$ cat src/rtl/dual_dma_pkg.sv
package dual_dma_pkg;
  // register field selectors within a channel's four-word window
  localparam logic [1:0] FLD_SRC = 2'd0;
  localparam logic [1:0] FLD_DST = 2'd1;
  localparam logic [1:0] FLD_CNT = 2'd2;
  localparam logic [1:0] FLD_CTL = 2'd3;

  // channel control word bits
  localparam int CTL_EN   = 0;
  localparam int CTL_IE   = 1;
  localparam int CTL_AUTO = 2;
  localparam int CTL_DONE = 3;

  // shared control word bits
  localparam int OPR_MASTER = 0;
  localparam int OPR_NMI    = 1;
  localparam int OPR_AERR   = 2;

  typedef enum logic [1:0] {
    XF_IDLE  = 2'd0,
    XF_READ  = 2'd1,
    XF_WRITE = 2'd2
  } xfer_state_e;

  // the five-way gate that lets a channel run
  function automatic logic may_run(input logic en, input logic master,
                                   input logic done, input logic nmi,
                                   input logic aerr);
    return en & master & ~done & ~nmi & ~aerr;
  endfunction
endpackage

$ cat src/rtl/dual_dma_chan.sv
module dual_dma_chan
  import dual_dma_pkg::*;
#(
  parameter int AW   = 16,
  parameter int CW   = 16,
  parameter int DW   = 16,
  parameter int UNIT = 1
) (
  input  logic          clk,
  input  logic          rst_n,
  input  logic          cpu_we_i,
  input  logic [1:0]    cpu_field_i,
  input  logic [DW-1:0] cpu_wdata_i,
  input  logic          cpu_rd_ctl_i,
  input  logic          unit_done_i,
  output logic [AW-1:0] src_o,
  output logic [AW-1:0] dst_o,
  output logic [CW-1:0] cnt_o,
  output logic          en_o,
  output logic          ie_o,
  output logic          auto_o,
  output logic          done_o
);
  logic armed_q;

  function automatic logic [AW-1:0] step_addr(input logic [AW-1:0] a);
    return a + AW'(UNIT);
  endfunction

  function automatic logic [CW-1:0] step_count(input logic [CW-1:0] c);
    return c - CW'(1);
  endfunction

  // named events for the checks below
  logic last_unit, cpu_cnt_wr, flag_clear_req;
  assign last_unit      = unit_done_i && (cnt_o == CW'(1));
  assign cpu_cnt_wr     = cpu_we_i && (cpu_field_i == FLD_CNT);
  assign flag_clear_req = cpu_we_i && (cpu_field_i == FLD_CTL) && !cpu_wdata_i[CTL_DONE];

  always_ff @(posedge clk or negedge rst_n) begin
    if (!rst_n) begin
      src_o   <= '0;
      dst_o   <= '0;
      cnt_o   <= '0;
      en_o    <= 1'b0;
      ie_o    <= 1'b0;
      auto_o  <= 1'b0;
      done_o  <= 1'b0;
      armed_q <= 1'b0;
    end else begin
      if (unit_done_i) begin
        src_o <= step_addr(src_o);
        dst_o <= step_addr(dst_o);
        cnt_o <= step_count(cnt_o);
        if (last_unit) done_o <= 1'b1;
      end
      if (cpu_rd_ctl_i && done_o) armed_q <= 1'b1;
      if (cpu_we_i) begin
        case (cpu_field_i)
          FLD_SRC: src_o <= cpu_wdata_i[AW-1:0];
          FLD_DST: dst_o <= cpu_wdata_i[AW-1:0];
          FLD_CNT: cnt_o <= cpu_wdata_i[CW-1:0];
          default: begin
            en_o   <= cpu_wdata_i[CTL_EN];
            ie_o   <= cpu_wdata_i[CTL_IE];
            auto_o <= cpu_wdata_i[CTL_AUTO];
            if (flag_clear_req && armed_q) begin
              done_o  <= 1'b0;
              armed_q <= 1'b0;
            end
          end
        endcase
      end
    end
  end

  a_r5_count_step: assert property (@(posedge clk) disable iff (!rst_n)
    (unit_done_i && !cpu_cnt_wr) |=> (cnt_o == $past(cnt_o) - CW'(1)));

  a_r6_end_flag_set: assert property (@(posedge clk) disable iff (!rst_n)
    last_unit |=> done_o);

  a_r8_flag_holds_unarmed: assert property (@(posedge clk) disable iff (!rst_n)
    (done_o && !armed_q) |=> done_o);
endmodule

$ cat src/rtl/dual_dma_opr.sv
module dual_dma_opr
  import dual_dma_pkg::*;
(
  input  logic       clk,
  input  logic       rst_n,
  input  logic       cpu_we_i,
  input  logic [2:0] cpu_bits_i,
  input  logic       nmi_evt_i,
  input  logic       aerr_evt_i,
  output logic       master_o,
  output logic       nmi_o,
  output logic       aerr_o
);
  logic nmi_clear, aerr_clear;
  assign nmi_clear  = cpu_we_i && !cpu_bits_i[OPR_NMI];
  assign aerr_clear = cpu_we_i && !cpu_bits_i[OPR_AERR];

  always_ff @(posedge clk or negedge rst_n) begin
    if (!rst_n) begin
      master_o <= 1'b0;
      nmi_o    <= 1'b0;
      aerr_o   <= 1'b0;
    end else begin
      if (cpu_we_i) master_o <= cpu_bits_i[OPR_MASTER];
      nmi_o  <= nmi_evt_i  | (nmi_o  & ~nmi_clear);
      aerr_o <= aerr_evt_i | (aerr_o & ~aerr_clear);
    end
  end

  a_r11_nmi_sets: assert property (@(posedge clk) disable iff (!rst_n)
    nmi_evt_i |=> nmi_o);

  a_r11_aerr_sets: assert property (@(posedge clk) disable iff (!rst_n)
    aerr_evt_i |=> aerr_o);
endmodule

$ cat src/rtl/dual_dma_engine.sv
module dual_dma_engine
  import dual_dma_pkg::*;
#(
  parameter int NCH = 2,
  parameter int AW  = 16,
  parameter int DW  = 16
) (
  input  logic                     clk,
  input  logic                     rst_n,
  input  logic [NCH-1:0]           ready_i,
  input  logic [NCH-1:0]           run_ok_i,
  input  logic [NCH-1:0][AW-1:0]   src_i,
  input  logic [NCH-1:0][AW-1:0]   dst_i,
  input  logic [DW-1:0]            mem_rdata_i,
  output logic                     mem_rd_o,
  output logic                     mem_wr_o,
  output logic [AW-1:0]            mem_addr_o,
  output logic [DW-1:0]            mem_wdata_o,
  output logic [NCH-1:0]           unit_done_o
);
  localparam int CIW = (NCH > 1) ? $clog2(NCH) : 1;

  xfer_state_e    state_q;
  logic [CIW-1:0] act_q;
  logic [DW-1:0]  data_q;

  // lowest index wins
  function automatic logic [CIW-1:0] first_set(input logic [NCH-1:0] v);
    logic [CIW-1:0] idx;
    idx = '0;
    for (int i = NCH - 1; i >= 0; i--) begin
      if (v[i]) idx = CIW'(i);
    end
    return idx;
  endfunction

  logic act_ok, start_unit;
  assign act_ok     = run_ok_i[act_q];
  assign start_unit = (state_q == XF_IDLE) && (|ready_i);

  always_comb begin
    mem_rd_o    = (state_q == XF_READ)  && act_ok;
    mem_wr_o    = (state_q == XF_WRITE) && act_ok;
    mem_addr_o  = '0;
    mem_wdata_o = '0;
    unit_done_o = '0;
    if (mem_rd_o) mem_addr_o = src_i[act_q];
    if (mem_wr_o) begin
      mem_addr_o         = dst_i[act_q];
      mem_wdata_o        = data_q;
      unit_done_o[act_q] = 1'b1;
    end
  end

  always_ff @(posedge clk or negedge rst_n) begin
    if (!rst_n) begin
      state_q <= XF_IDLE;
      act_q   <= '0;
      data_q  <= '0;
    end else begin
      case (state_q)
        XF_IDLE: begin
          if (start_unit) begin
            act_q   <= first_set(ready_i);
            state_q <= XF_READ;
          end
        end
        XF_READ: begin
          if (act_ok) begin
            data_q  <= mem_rdata_i;
            state_q <= XF_WRITE;
          end else begin
            state_q <= XF_IDLE;
          end
        end
        default: state_q <= XF_IDLE;
      endcase
    end
  end

  a_r4_write_after_read: assert property (@(posedge clk) disable iff (!rst_n)
    mem_wr_o |-> $past(mem_rd_o));

  a_r9_one_unit_at_a_time: assert property (@(posedge clk) disable iff (!rst_n)
    $onehot0(unit_done_o));

  a_r9_no_regrant_mid_unit: assert property (@(posedge clk) disable iff (!rst_n)
    (state_q != XF_IDLE) |=> $stable(act_q));
endmodule

$ cat src/rtl/dual_dma_seq.sv
module dual_dma_seq
  import dual_dma_pkg::*;
#(
  parameter int NCH  = 2,
  parameter int AW   = 16,
  parameter int CW   = 16,
  parameter int DW   = 16,
  parameter int UNIT = 1,
  parameter int RAW  = $clog2(4 * NCH + 1)
) (
  input  logic           clk,
  input  logic           rst_n,
  input  logic           reg_we,
  input  logic           reg_re,
  input  logic [RAW-1:0] reg_addr,
  input  logic [DW-1:0]  reg_wdata,
  output logic [DW-1:0]  reg_rdata,
  input  logic [NCH-1:0] req_in,
  input  logic           nmi_evt,
  input  logic           aerr_evt,
  output logic           mem_rd,
  output logic           mem_wr,
  output logic [AW-1:0]  mem_addr,
  output logic [DW-1:0]  mem_wdata,
  input  logic [DW-1:0]  mem_rdata,
  output logic [NCH-1:0] irq
);
  localparam logic [RAW-1:0] OPR_ADDR = RAW'(4 * NCH);

  logic                   opr_hit;
  logic [1:0]             fld;
  logic                   master, nmi_q, aerr_q;
  logic [NCH-1:0][AW-1:0] src_all, dst_all;
  logic [NCH-1:0][CW-1:0] cnt_all;
  logic [NCH-1:0]         en, ie, auto_rq, done, run_ok, ready, unit_done;

  assign opr_hit = (reg_addr == OPR_ADDR);
  assign fld     = reg_addr[1:0];

  dual_dma_opr u_opr (
    .clk        (clk),
    .rst_n      (rst_n),
    .cpu_we_i   (reg_we && opr_hit),
    .cpu_bits_i (reg_wdata[2:0]),
    .nmi_evt_i  (nmi_evt),
    .aerr_evt_i (aerr_evt),
    .master_o   (master),
    .nmi_o      (nmi_q),
    .aerr_o     (aerr_q)
  );

  for (genvar c = 0; c < NCH; c++) begin : g_ch
    logic hit;
    assign hit = (reg_addr[RAW-1:2] == (RAW-2)'(c));

    dual_dma_chan #(.AW(AW), .CW(CW), .DW(DW), .UNIT(UNIT)) u_ch (
      .clk          (clk),
      .rst_n        (rst_n),
      .cpu_we_i     (reg_we && hit),
      .cpu_field_i  (fld),
      .cpu_wdata_i  (reg_wdata),
      .cpu_rd_ctl_i (reg_re && hit && (fld == FLD_CTL)),
      .unit_done_i  (unit_done[c]),
      .src_o        (src_all[c]),
      .dst_o        (dst_all[c]),
      .cnt_o        (cnt_all[c]),
      .en_o         (en[c]),
      .ie_o         (ie[c]),
      .auto_o       (auto_rq[c]),
      .done_o       (done[c])
    );

    assign run_ok[c] = may_run(en[c], master, done[c], nmi_q, aerr_q);
    assign ready[c]  = run_ok[c] && (cnt_all[c] != '0) && (auto_rq[c] || req_in[c]);
    assign irq[c]    = done[c] & ie[c];
  end

  dual_dma_engine #(.NCH(NCH), .AW(AW), .DW(DW)) u_eng (
    .clk         (clk),
    .rst_n       (rst_n),
    .ready_i     (ready),
    .run_ok_i    (run_ok),
    .src_i       (src_all),
    .dst_i       (dst_all),
    .mem_rdata_i (mem_rdata),
    .mem_rd_o    (mem_rd),
    .mem_wr_o    (mem_wr),
    .mem_addr_o  (mem_addr),
    .mem_wdata_o (mem_wdata),
    .unit_done_o (unit_done)
  );

  always_comb begin
    reg_rdata = '0;
    if (reg_re) begin
      if (opr_hit) reg_rdata = DW'({aerr_q, nmi_q, master});
      for (int c = 0; c < NCH; c++) begin
        if (reg_addr[RAW-1:2] == (RAW-2)'(c)) begin
          case (fld)
            FLD_SRC: reg_rdata = DW'(src_all[c]);
            FLD_DST: reg_rdata = DW'(dst_all[c]);
            FLD_CNT: reg_rdata = DW'(cnt_all[c]);
            default: reg_rdata = DW'({done[c], auto_rq[c], ie[c], en[c]});
          endcase
        end
      end
    end
  end

  a_r2_idle_without_master: assert property (@(posedge clk) disable iff (!rst_n)
    !master |-> !(mem_rd || mem_wr));

  a_r10_flags_block_access: assert property (@(posedge clk) disable iff (!rst_n)
    (nmi_q || aerr_q) |-> !(mem_rd || mem_wr));

  a_r6_finished_channel_silent: assert property (@(posedge clk) disable iff (!rst_n)
    (done == '1) |-> !(mem_rd || mem_wr));
endmodule

$ cat config.mk
export PLATFORM = sky130hd
export DESIGN_NAME = dual_dma_seq
export DESIGN_NICKNAME = d
export VERILOG_FILES = /design/src/rtl/dual_dma_pkg.sv /design/src/rtl/dual_dma_chan.sv /design/src/rtl/dual_dma_opr.sv /design/src/rtl/dual_dma_engine.sv /design/src/rtl/dual_dma_seq.sv
export SDC_FILE = /design/constraint.sdc
export NUM_CORES = 1
export LEC_CHECK = 0
export BUFFER_PORTS_ARGS = -buffer_cell sky130_fd_sc_hd__clkbuf_2
export CAP_MARGIN = 10
export CORE_MARGIN = 5
export CORE_UTILIZATION = 59
export CTS_BUF_LIST = sky130_fd_sc_hd__clkbuf_16
export CTS_CLUSTER_DIAMETER = 60
export DETAILED_ROUTE_END_ITERATION = 7
export PLACE_DENSITY = 0.86
export SYNTH_ARGS = -nofsm -noshare
export SYNTH_HDL_FRONTEND = slang
export SYNTH_SLANG_ARGS = --single-unit
$ cat constraint.sdc
create_clock -name clk -period 2.42 [get_ports clk]
set_input_delay 0.242 -clock clk [delete_from_list [all_inputs] [get_ports clk]]
set_output_delay 0.242 -clock clk [all_outputs]
set_load 0.02 [all_outputs]
Word-level counts from Yosys, hierarchy flattened
Index checks and enable logic that the tools add are counted.
{ "totals": {"regBits": 128, "in_bits": 44, "out_inout_bits": 52, "word_cells": 163} }
{ "op_classes": {"add_sub_neg": 6, "n_lt_le_gt_ge": 2, "n_eq_ne": 10, "mux": 59, "bitwise": 21, "reduce_logical": 43} }
{ "ops": {"columns": ["cell", "n"], "rows": [
  ["2-to-1 mux 16 bit", 28],
  ["case mux 16 bit (3 select lines)", 2],
  ["adder 16 x 1 -> 16 bit (second input constant)", 4],
  ["== test 16 x 1 -> 1 bit (second input constant)", 2],
  ["nonzero test 16 bit", 2],
  ["subtractor 16 x 1 -> 16 bit (second input constant)", 2],
  ["logical AND 1 bit", 27],
  ["2-to-1 mux 1 bit", 23],
  ["bitwise AND 1 bit", 12],
  ["AND reduction 2 bit", 4],
  ["NOT 1 bit", 7],
  ["== test 2 x 1 -> 1 bit (second input constant)", 3],
  ["== test 2 bit (second input constant)", 3],
  ["logical NOT 2 bit", 3],
  ["2-to-1 mux 2 bit", 3],
  ["== test 4 bit (second input constant)", 1],
  ["case mux 2 bit (2 select lines)", 1],
  ["logical NOT 1 bit", 3],
  ["2-to-1 mux 3 bit", 1],
  ["OR reduction 3 bit", 1],
  ["logical OR 1 bit", 2],
  ["less-than comparator 1 x 2 -> 1 bit (second input constant)", 1],
  ["inequality test 2 x 1 -> 1 bit (second input constant)", 1],
  ["OR 1 bit", 2],
  ["3 further kinds", 3]
]} }

Logic depth before layout (Yosys ltp)
Gate-level depths: netlist of the first run.
{ "logic_depth": {"depth_word": 14, "mapped_depth": 8, "depth_no_buf": 7} }

Modules after synthesis
A second synthesis of the first run with hierarchy kept.
{ "unflattened": {"cells_unflattened": 926, "area_unflattened_um2": 8374.3} }
{ "modules_own_cells": {"columns": ["mod", "instances", "cells_per_inst", "area_per_inst_um2", "seq_area_each_um2"], "rows": [
  ["dual_dma_chan", 2, 318, 2880.3, 1326.3],
  ["dual_dma_engine", 1, 122, 1362.6, 475.5],
  ["dual_dma_seq", 1, 160, 1133.6, 0.0],
  ["dual_dma_opr", 1, 8, 117.6, 75.1]
]} }

Worst setup path after synthesis of the first run
Ideal clock, no wire load.
{ "synth_path": {"path_kind": "flip-flop to output port", "start": "reg u_opr.nmi_o", "end": "out mem_addr[10]", "arrival_ns": 2.070, "t_required_ns": 2.178, "slack_ns": 0.108, "path_stages_with_launch": 8, "path_buffers": 3, "path_cell_list": "dfrtp_1 > or3b_1 > buf_6 > nor3_2 > buf_2 > buf_1 > a22oi_1 > o21ai_0"} }
{ "synth_between": {"elab_chain_cells": 8, "elab_cells_between_ends": 11, "classes_between": "mux: 4; bitwise: 5; reduce/logical: 2"} }
{ "synth_lines": {"columns": ["item", "line_no", "rtl"], "rows": [
  ["start, declared", "dual_dma_opr.sv:11", "output logic nmi_o,"],
  ["start signal, assigned", "dual_dma_opr.sv:25", "nmi_o <= nmi_evt_i | (nmi_o & ~nmi_clear);"],
  ["NOT 1 bit (*)", "dual_dma_pkg.sv:29", "return en & master & ~done & ~nmi & ~aerr;"],
  ["bitwise AND 1 bit (2 in series)", "dual_dma_pkg.sv:29", null],
  ["2-to-1 mux 1 bit (not written as such) (*) (2 in series)", "dual_dma_engine.sv:38", "assign act_ok = run_ok_i[act_q];"],
  ["logical AND 1 bit", "dual_dma_engine.sv:42", "mem_rd_o = (state_q == XF_READ) && act_ok;"],
  ["2-to-1 mux 16 bit", "dual_dma_engine.sv:47", "if (mem_rd_o) mem_addr_o = src_i[act_q];"],
  ["2-to-1 mux 16 bit (*)", "dual_dma_engine.sv:48", "if (mem_wr_o) begin"],
  ["end, declared", "dual_dma_seq.sv:23", "output logic [AW-1:0] mem_addr,"]
]} }
Mark *: on every way between the ends. The rest lies on a longest branch, timed or not. The select of a mux whose other input is x is not followed.

Worst setup path in the final report of the first run
{ "layout_path": {"start": "reg u_eng.state_q[0]", "end": "out mem_addr[3]"} }
{ "layout_between": {"elab_chain_cells": 4, "elab_cells_between_ends": 6, "classes_between": "eq/ne: 2; mux: 2; reduce/logical: 2"} }
{ "layout_lines": {"columns": ["item", "line_no", "rtl"], "rows": [
  ["start, declared", "dual_dma_engine.sv:23", "xfer_state_e state_q;"],
  ["start signal, assigned", "dual_dma_engine.sv:57", "state_q <= XF_IDLE;"],
  ["start signal, assigned", "dual_dma_engine.sv:65", "state_q <= XF_READ;"],
  ["start signal, assigned", "dual_dma_engine.sv:71", "state_q <= XF_WRITE;"],
  ["== test 2 x 1 -> 1 bit", "dual_dma_engine.sv:42", null],
  ["logical AND 1 bit", "dual_dma_engine.sv:42", null],
  ["2-to-1 mux 16 bit", "dual_dma_engine.sv:47", null],
  ["2-to-1 mux 16 bit (*)", "dual_dma_engine.sv:48", null]
]} }
Mark *: on every way between the ends. The rest lies on a longest branch, timed or not.

==> flow_summary_export.csv, run 1 <==
group,metric,value,unit
status,status,"finished, violations left",
status,violations,"DRC, setup timing",
die,die_area,16300,sq um
clocking,cts.clk_slew.worst_paths,0.07,ns
clocking,cts_root_buffer,"clkbuf_16",
clocking,clk-insertion-delay-late,0.44,ns
yosys,synthArstFlopShare,1.00,
hold_path,min_path_type,"input port to register",
timing,finalClockSkew,0.0124,ns
final_layout,n_antenna_cell,0,
timing,setup-tns-final,-0.725,ns
final_layout,drive_above_1_share,0.249,
timing,max_clock_freq,396,MHz
pwr,seq_power_share,0.431,
timing,slew_headroom,0.521,
setup_path,critical_path_class,"register to primary output",
pwr,combPwrFrac,0.224,
drt,antenna_left,0,
timing,worst_pin_slew,0.715,ns
die,die_y,128,microns
clocking,numCtsBuffers,17,
drt,remaining_drc_errors,67,
global_routing,grt.total_usage,0.355,
setup_path,r2r_start,"u_opr.aerr_o$_DFF_PN0_",
yosys,synth_top_area_cell,"dfrtp_1",
hold_path,hp-start,"mem_rdata[15]",
yosys,syn-cell-area,8180,sq um
setup_path,r2r_slack,0.01,ns
drt,wire_per_inst,25.3,microns
timing,setup_viol,15,
final_layout,final_util,0.733,
yosys,synth_seq_cells,128,
drt,drt_iter0_drc,1813,
setup_path,cp-endpoint,"mem_addr[3]",
die,start_util,0.596,
global_routing,grt_pass1_wl,45.0,mm
setup_path,crit_start,"u_eng.state_q[0]$_DFFE_PN0P_",
pwr,p_clk_frac,0.346,
die,ios,96,
yosys,synth_top_area_frac,0.392,
place,dpl-instance-area,9030,sq um
setup_path,required,2.18,ns
timing,period_minus_slack,2.52,ns
clocking,ctsLongestPathBuffers,2,
place,routabilityCongestion,0.965,
drt,firstDrtPassIters,8,
drt,wl,31.3,mm
yosys,synth-edff-count,0,
yosys,synth_fp_nets,977,
clocking,ctsHtreeMaxLevel,4,
global_routing,grt_pass1_vias,8053,
place,dp_hpwl,19.1,mm
job,maxCapViolCount,0,
clocking,clock_sinks,128,
yosys,yosys-top-cells-area,"dfrtp_1 39%, mux2i_1 5.8%, xnor2_1 5.4%",
pwr,peakVddDrop,578,uV
die,core_region_area,13700,sq um
setup_path,critPathCaptureType,"primary output",
final_layout,final_nets,1101,
clocking,cts_tree,"built",
yosys,synthesis.instances,923,
setup_path,critPathMaxFanout,6,
pwr,p_per_area,753,nW/um^2
final_layout,syn_to_final_growth,23.0,%
yosys,ys_warn_count,0,
timing,slew_viol_final,0,
setup_path,cp.arrival,2.28,ns
global_routing,overflow,0,
pwr,power.switching,2.75,mW
drt,vias,8620,
timing,hold_viol_final,0,
pwr,internal-power,4.82,mW
drt,via_per_inst,6.95,
yosys,syn_area_per_cell,8.86,sq um
global_routing,grt_max_degree,70,
global_routing,antenna_found_initial,0,
final_layout,final_area,10100,sq um
place,io_buffers,95,
timing,fin_crit_sh,1.04,
setup_path,r2r-end,"g_ch[0].u_ch.dst_o[15]$_DFF_PN0_",
pwr,swShare,0.364,
timing,fin_ws,-0.103,ns
setup_path,r2r_cells,7,
die,rows,43,
yosys,seq_area_frac_synth,0.392,
yosys,ys_types,52,
timing,rsz0062_at_grt,"yes",
pwr,cellLeakagePower,4.20,nW
yosys,synth_ff_type,"dfrtp_1",
setup_path,startpoint_type,"register",
die,die_w,128,microns
[repair_timing]
item | CTS | global route
setup buffers | 12 | 8
endpoints found under the setup margin | 34 | 36
hold buffers | 1 | 0
endpoints found under the hold margin | 30 | 0
pin swaps | 2 | 15
gates resized for setup | 24 | 71
cloned | 1 | 1
[worst min-delay path by stage]
stage	end	slack [ns]	cells past startpoint
floorplan	g_ch[0].u_ch.armed_q$_DFF_PN0_	-0.05	0
global placement	u_eng.data_q[12]$_DFFE_PN0P_	0.21	1
detailed placement	u_eng.data_q[13]$_DFFE_PN0P_	0.21	1
CTS	u_opr.nmi_o$_DFF_PN0_	0.02	2
global route	u_eng.data_q[9]$_DFFE_PN0P_	0.03	2
finish	u_eng.data_q[15]$_DFFE_PN0P_	0.03	2
[cell usage after synthesis (19+ instances only)]
library cell and number:
clkbuf_1 41, xor2_1 39, xnor2_1 50, o21ai_0 83
a21oi_1 63, and2_1 29, nand3_1 30, and3_1 21
nor3_1 22, nand4_1 19, dfrtp_1 128, mux2_2 27
nor2_1 73, nand2_1 90, mux2i_1 47
[cell usage in the layout (no fill, tap or decap), drive strengths merged, types with 3 or more instances in the layout]
cell / n
a21oi: 63
a22oi: 16
a31oi: 7
and2: 29
and3: 21
and4: 10
buf: 83
clkbuf: 96
clkinv: 5
clkinvlp: 3
dfrtp: 128
ha: 10
inv: 19
mux2: 27
mux2i: 47
mux4: 4
nand2: 90
nand2b: 8
nand3: 30
nand4: 19
nor2: 73
nor2b: 5
nor3: 25
nor3b: 4
nor4: 16
o21ai: 86
o22ai: 12
or3: 6
or4: 5
xnor2: 50
xor2: 39
[routing by layer]
| layer | GRT usage | share of wire | vias to the layer above |
|---|---|---|---|
| met1 | 0.452 | 0.35 | 3974 |
| met2 | 0.538 | 0.44 | 831 |
| met3 | 0.132 | 0.14 | 289 |
| met4 | 0.168 | 0.073 | 2 |
| met5 | 0 | 0.00083 | - |
| li1 | - | - | 3524 |
[logic make-up (layout without fill, tap and decap cells)]
family / count (synthesis) / in the layout / synth area share
xor gates and xnor gates: 89 / 89 / 0.0953
AOI/OAI and AO/OA: 195 / 195 / 0.132
DFF: 128 / 128 / 0.392
buffers and inverters: 72 / 209 / 0.0366
adders and majority gates: 10 / 10 / 0.0153
and+or+nand+nor: 351 / 351 / 0.224
muxes: 78 / 78 / 0.106
[power groups by stage]
| stage | combinational [mW] | clock, mW | sequential (mW) |
|---|---|---|---|
| 2_1_floorplan | 1.04 | 0 | 3.01 |
| 3_3_place_gp | 1.47 | 0 | 3.18 |
| 3_5_place_dp | 1.52 | 0 | 3.19 |
| 4_1_cts | 1.57 | 2.58 | 3.17 |
| 5_1_grt | 1.80 | 2.69 | 3.29 |
| 6_report | 1.69 | 2.62 | 3.26 |
[worst max-delay path, stage by stage, from the launching register on]
cell	delay, ns
dfrtp_1	0.61
nand2b_2	0.33
nor3_4	0.05
buf_6	0.14
buf_6	0.14
a22oi_2	0.28
o21ai_1	0.12
buf_4	0.17
[layout make-up]
| class | count | area (sq um) |
|---|---|---|
| Multi-Input combinational cell | 723 | 4850 |
| Fill cell | 873 | 3670 |
| Sequential cell | 128 | 3200 |
| Timing Repair Buffer | 163 | 1140 |
| Clock buffer | 17 | 425 |
| Tap cell | 180 | 225 |
| Clock inverter | 15 | 160 |
| Inverter | 14 | 52.6 |
[state kept, by name, summed over array words and instances, names as in the netlist]
| name | count |
|---|---|
| u_opr.nmi_o | 1 |
| g_ch.u_ch.cnt_o | 32 |
| u_eng.state_q | 2 |
| g_ch.u_ch.en_o | 2 |
| u_opr.master_o | 1 |
| g_ch.u_ch.auto_o | 2 |
| u_eng.act_q | 1 |
| u_eng.data_q | 16 |
| u_opr.aerr_o | 1 |
| g_ch.u_ch.ie_o | 2 |
| g_ch.u_ch.done_o | 2 |
| g_ch.u_ch.dst_o | 32 |
| g_ch.u_ch.src_o | 32 |
| g_ch.u_ch.armed_q | 2 |
[stage by stage]
| stage | hold WS, ns | setup WS [ns] | cells | total power, mW |
|---|---|---|---|---|
| after detailed placement | 0.208 | 0.0670 | 1185 | 4.71 |
| after CTS | 0.0235 | -0.0556 | 1231 | 7.31 |
| final | 0.0317 | -0.103 | 1240 | 7.57 |
| after global routing | 0.0310 | -0.109 | 1240 | 7.79 |
| after global placement | 0.208 | 0.0695 | 1185 | 4.65 |
| after floorplan | -0.0536 | 0.108 | 923 | 4.05 |
No activity file was read; power rests on OpenSTA's default activity.
==> inputs of run 2 (changes only) <==
--- a/config.mk
+++ b/config.mk
@@ -13,6 +13,7 @@
 export CTS_CLUSTER_DIAMETER = 60
 export DETAILED_ROUTE_END_ITERATION = 7
 export PLACE_DENSITY = 0.86
+export SKIP_CTS_REPAIR_TIMING = 1
 export SYNTH_ARGS = -nofsm -noshare
 export SYNTH_HDL_FRONTEND = slang
 export SYNTH_SLANG_ARGS = --single-unit
==> run 2 against run 1 <==
Net effect: the run ends with setup timing left; critical path depth unchanged; fmax is 6.8% lower; clock-buffer cell count unchanged.
==> flow_summary_export.csv, run 2 (same netlist as run 1, synthesis figures left out) <==
group,metric,value,unit
timing,slew_headroom,0.516,
clocking,numCtsBuffers,17,
drt,wire_per_inst,24.0,microns
die,die_y,128,microns
pwr,cellLeakagePower,4.16,nW
timing,slew_viol_final,0,
drt,wl,29.6,mm
final_layout,syn_to_final_growth,21.5,%
setup_path,cp.arrival,2.46,ns
setup_path,required,2.18,ns
timing,fin_ws,-0.286,ns
timing,hold_viol_final,0,
final_layout,top_regs,"g_ch.u_ch.cnt_o: 32 flops, g_ch.u_ch.dst_o: 32 flops, g_ch.u_ch.src_o: 32 flops",
clocking,ctsHtreeMaxLevel,4,
place,dp_hpwl,19.1,mm
global_routing,grt_max_degree,70,
timing,setup_viol,19,
drt,via_per_inst,6.80,
setup_path,crit_path_top_delay_cell,"or3b_4",
final_layout,n_antenna_cell,0,
pwr,peakVddDrop,561,uV
final_layout,fillers,913,
status,status,"finished, violations left",
final_layout,final_cell_mix,"128 x dfrtp_1, 90 x nand2_1, 79 x clkbuf_2",
setup_path,critPathMaxStageDelay,0.44,ns
clocking,clock_sinks,128,
timing,rsz0062_at_grt,"yes",
setup_path,startpoint_type,"register",
die,ios,96,
setup_path,path_cells,"or3b_4 > buf_6 > nor3_4 > buf_6 > a22oi_2 > o21ai_1 > buf_4",
global_routing,grt_pass1_wl,43.1,mm
place,io_buffers,95,
clocking,cts_root_buffer,"clkbuf_16",
job,maxCapViolCount,0,
global_routing,overflow,0,
die,die_area,16300,sq um
setup_path,critPathMaxFanout,8,
drt,drt_iter0_drc,1878,
die,rows,43,
final_layout,final_common_cell,"dfrtp_1",
timing,period_minus_slack,2.71,ns
clocking,ctsLongestPathBuffers,2,
final_layout,drive_above_1_share,0.237,
timing,fin_crit_sh,1.12,
clocking,cts.clk_slew.worst_paths,0.06,ns
die,start_util,0.596,
timing,max_clock_freq,370,MHz
pwr,p_total,7.51,mW
global_routing,grt.total_usage,0.340,
hold_path,min_path_type,"input port to register",
drt,antenna_left,0,
timing,worst_pin_slew,0.723,ns
timing,finalClockSkew,0.0103,ns
setup_path,critical_path_class,"register to primary output",
status,violations,"setup timing",
setup_path,r2r_slack,-0.03,ns
die,die_w,128,microns
clocking,clk-insertion-delay-late,0.44,ns
drt,firstDrtPassIters,7,
die,core_region_area,13700,sq um
global_routing,grt_pass1_vias,7808,
final_layout,final_area,9930,sq um
clocking,cts_tree,"built",
drt,remaining_drc_errors,0,
place,dpl-instance-area,9030,sq um
place,routabilityCongestion,0.965,
drt,vias,8392,
global_routing,antenna_found_initial,0,
final_layout,final_nets,1096,
setup_path,cp_common_cell,"buf_6",
setup_path,critPathCaptureType,"primary output",
pwr,p_per_area,756,nW/um^2
-- run 2: cell types whose count changed in the layout (fill, tap and decap cells not counted), moves of 2 or more --
cell,delta
buf_4,-8
o21ai_1,-5
buf_8,-2
a22oi_2,-4
buf_6,+3
a22oi_1,+4
o21ai_0,+4
buf_2,+3
-- run 2: where the power goes --
group          internal, mW  switching (mW)  leakage [nW]
combinational         0.712           0.940          2.41
clock                  1.53            1.08         0.280
sequential             2.56           0.685          1.47
-- run 2: worst paths after layout --
path / startpoint / cells past startpoint / end
max: u_opr.aerr_o$_DFF_PN0_ / 7 / mem_addr[13]
min: nmi_evt / 2 / u_opr.nmi_o$_DFF_PN0_
max reg2reg: u_opr.aerr_o$_DFF_PN0_ / 9 / g_ch[1].u_ch.src_o[14]$_DFF_PN0_
min reg2reg: u_eng.data_q[9]$_DFFE_PN0P_ / 1 / u_eng.data_q[9]$_DFFE_PN0P_
max in group asynchronous: rst_n / 3 / g_ch[1].u_ch.dst_o[9]$_DFF_PN0_
min in group asynchronous: rst_n / 2 / u_eng.data_q[13]$_DFFE_PN0P_
-- run 2: layer usage --
metal,vias up,routed length (microns),GRT usage
li1,3518,-,-
met1,3894,10500,0.445
met2,747,12900,0.518
met3,233,4220,0.114
met4,0,2010,0.148
met5,-,0,0
-- run 2: worst max-delay path: cells and delay by family, from the launching register on --
family                 cells  cell delay, ns
buffers and inverters      3            0.56
AO/OA/AOI/OAI              2            0.23
AND/OR/NAND/NOR            2            0.81
flip-flops                 1            0.43
-- run 2: cell type report --
class / instances / area (sq um) / area share
multi-input combinational: 723 / 4810 / 0.484
timing repair buffer: 158 / 1050 / 0.106
tap: 180 / 225 / 0.0227
clock buffer: 17 / 425 / 0.0428
clock inverter: 15 / 160 / 0.0161
sequential: 128 / 3200 / 0.322
inverter: 14 / 52.6 / 0.00529
-- run 2: through the flow --
step           utilization  hold WS (ns)  setup WS [ns]  instances  TNS (ns)
2_1_floorplan            -       -0.0536          0.108        923         0
3_3_place_gp         0.658         0.208         0.0695       1185         0
3_5_place_dp         0.658         0.208         0.0670       1185         0
4_1_cts              0.701        -0.243         -0.354       1217     -6.19
5_1_grt              0.724        0.0307         -0.315       1235     -4.34
6_report             0.724        0.0252         -0.286       1235     -3.52
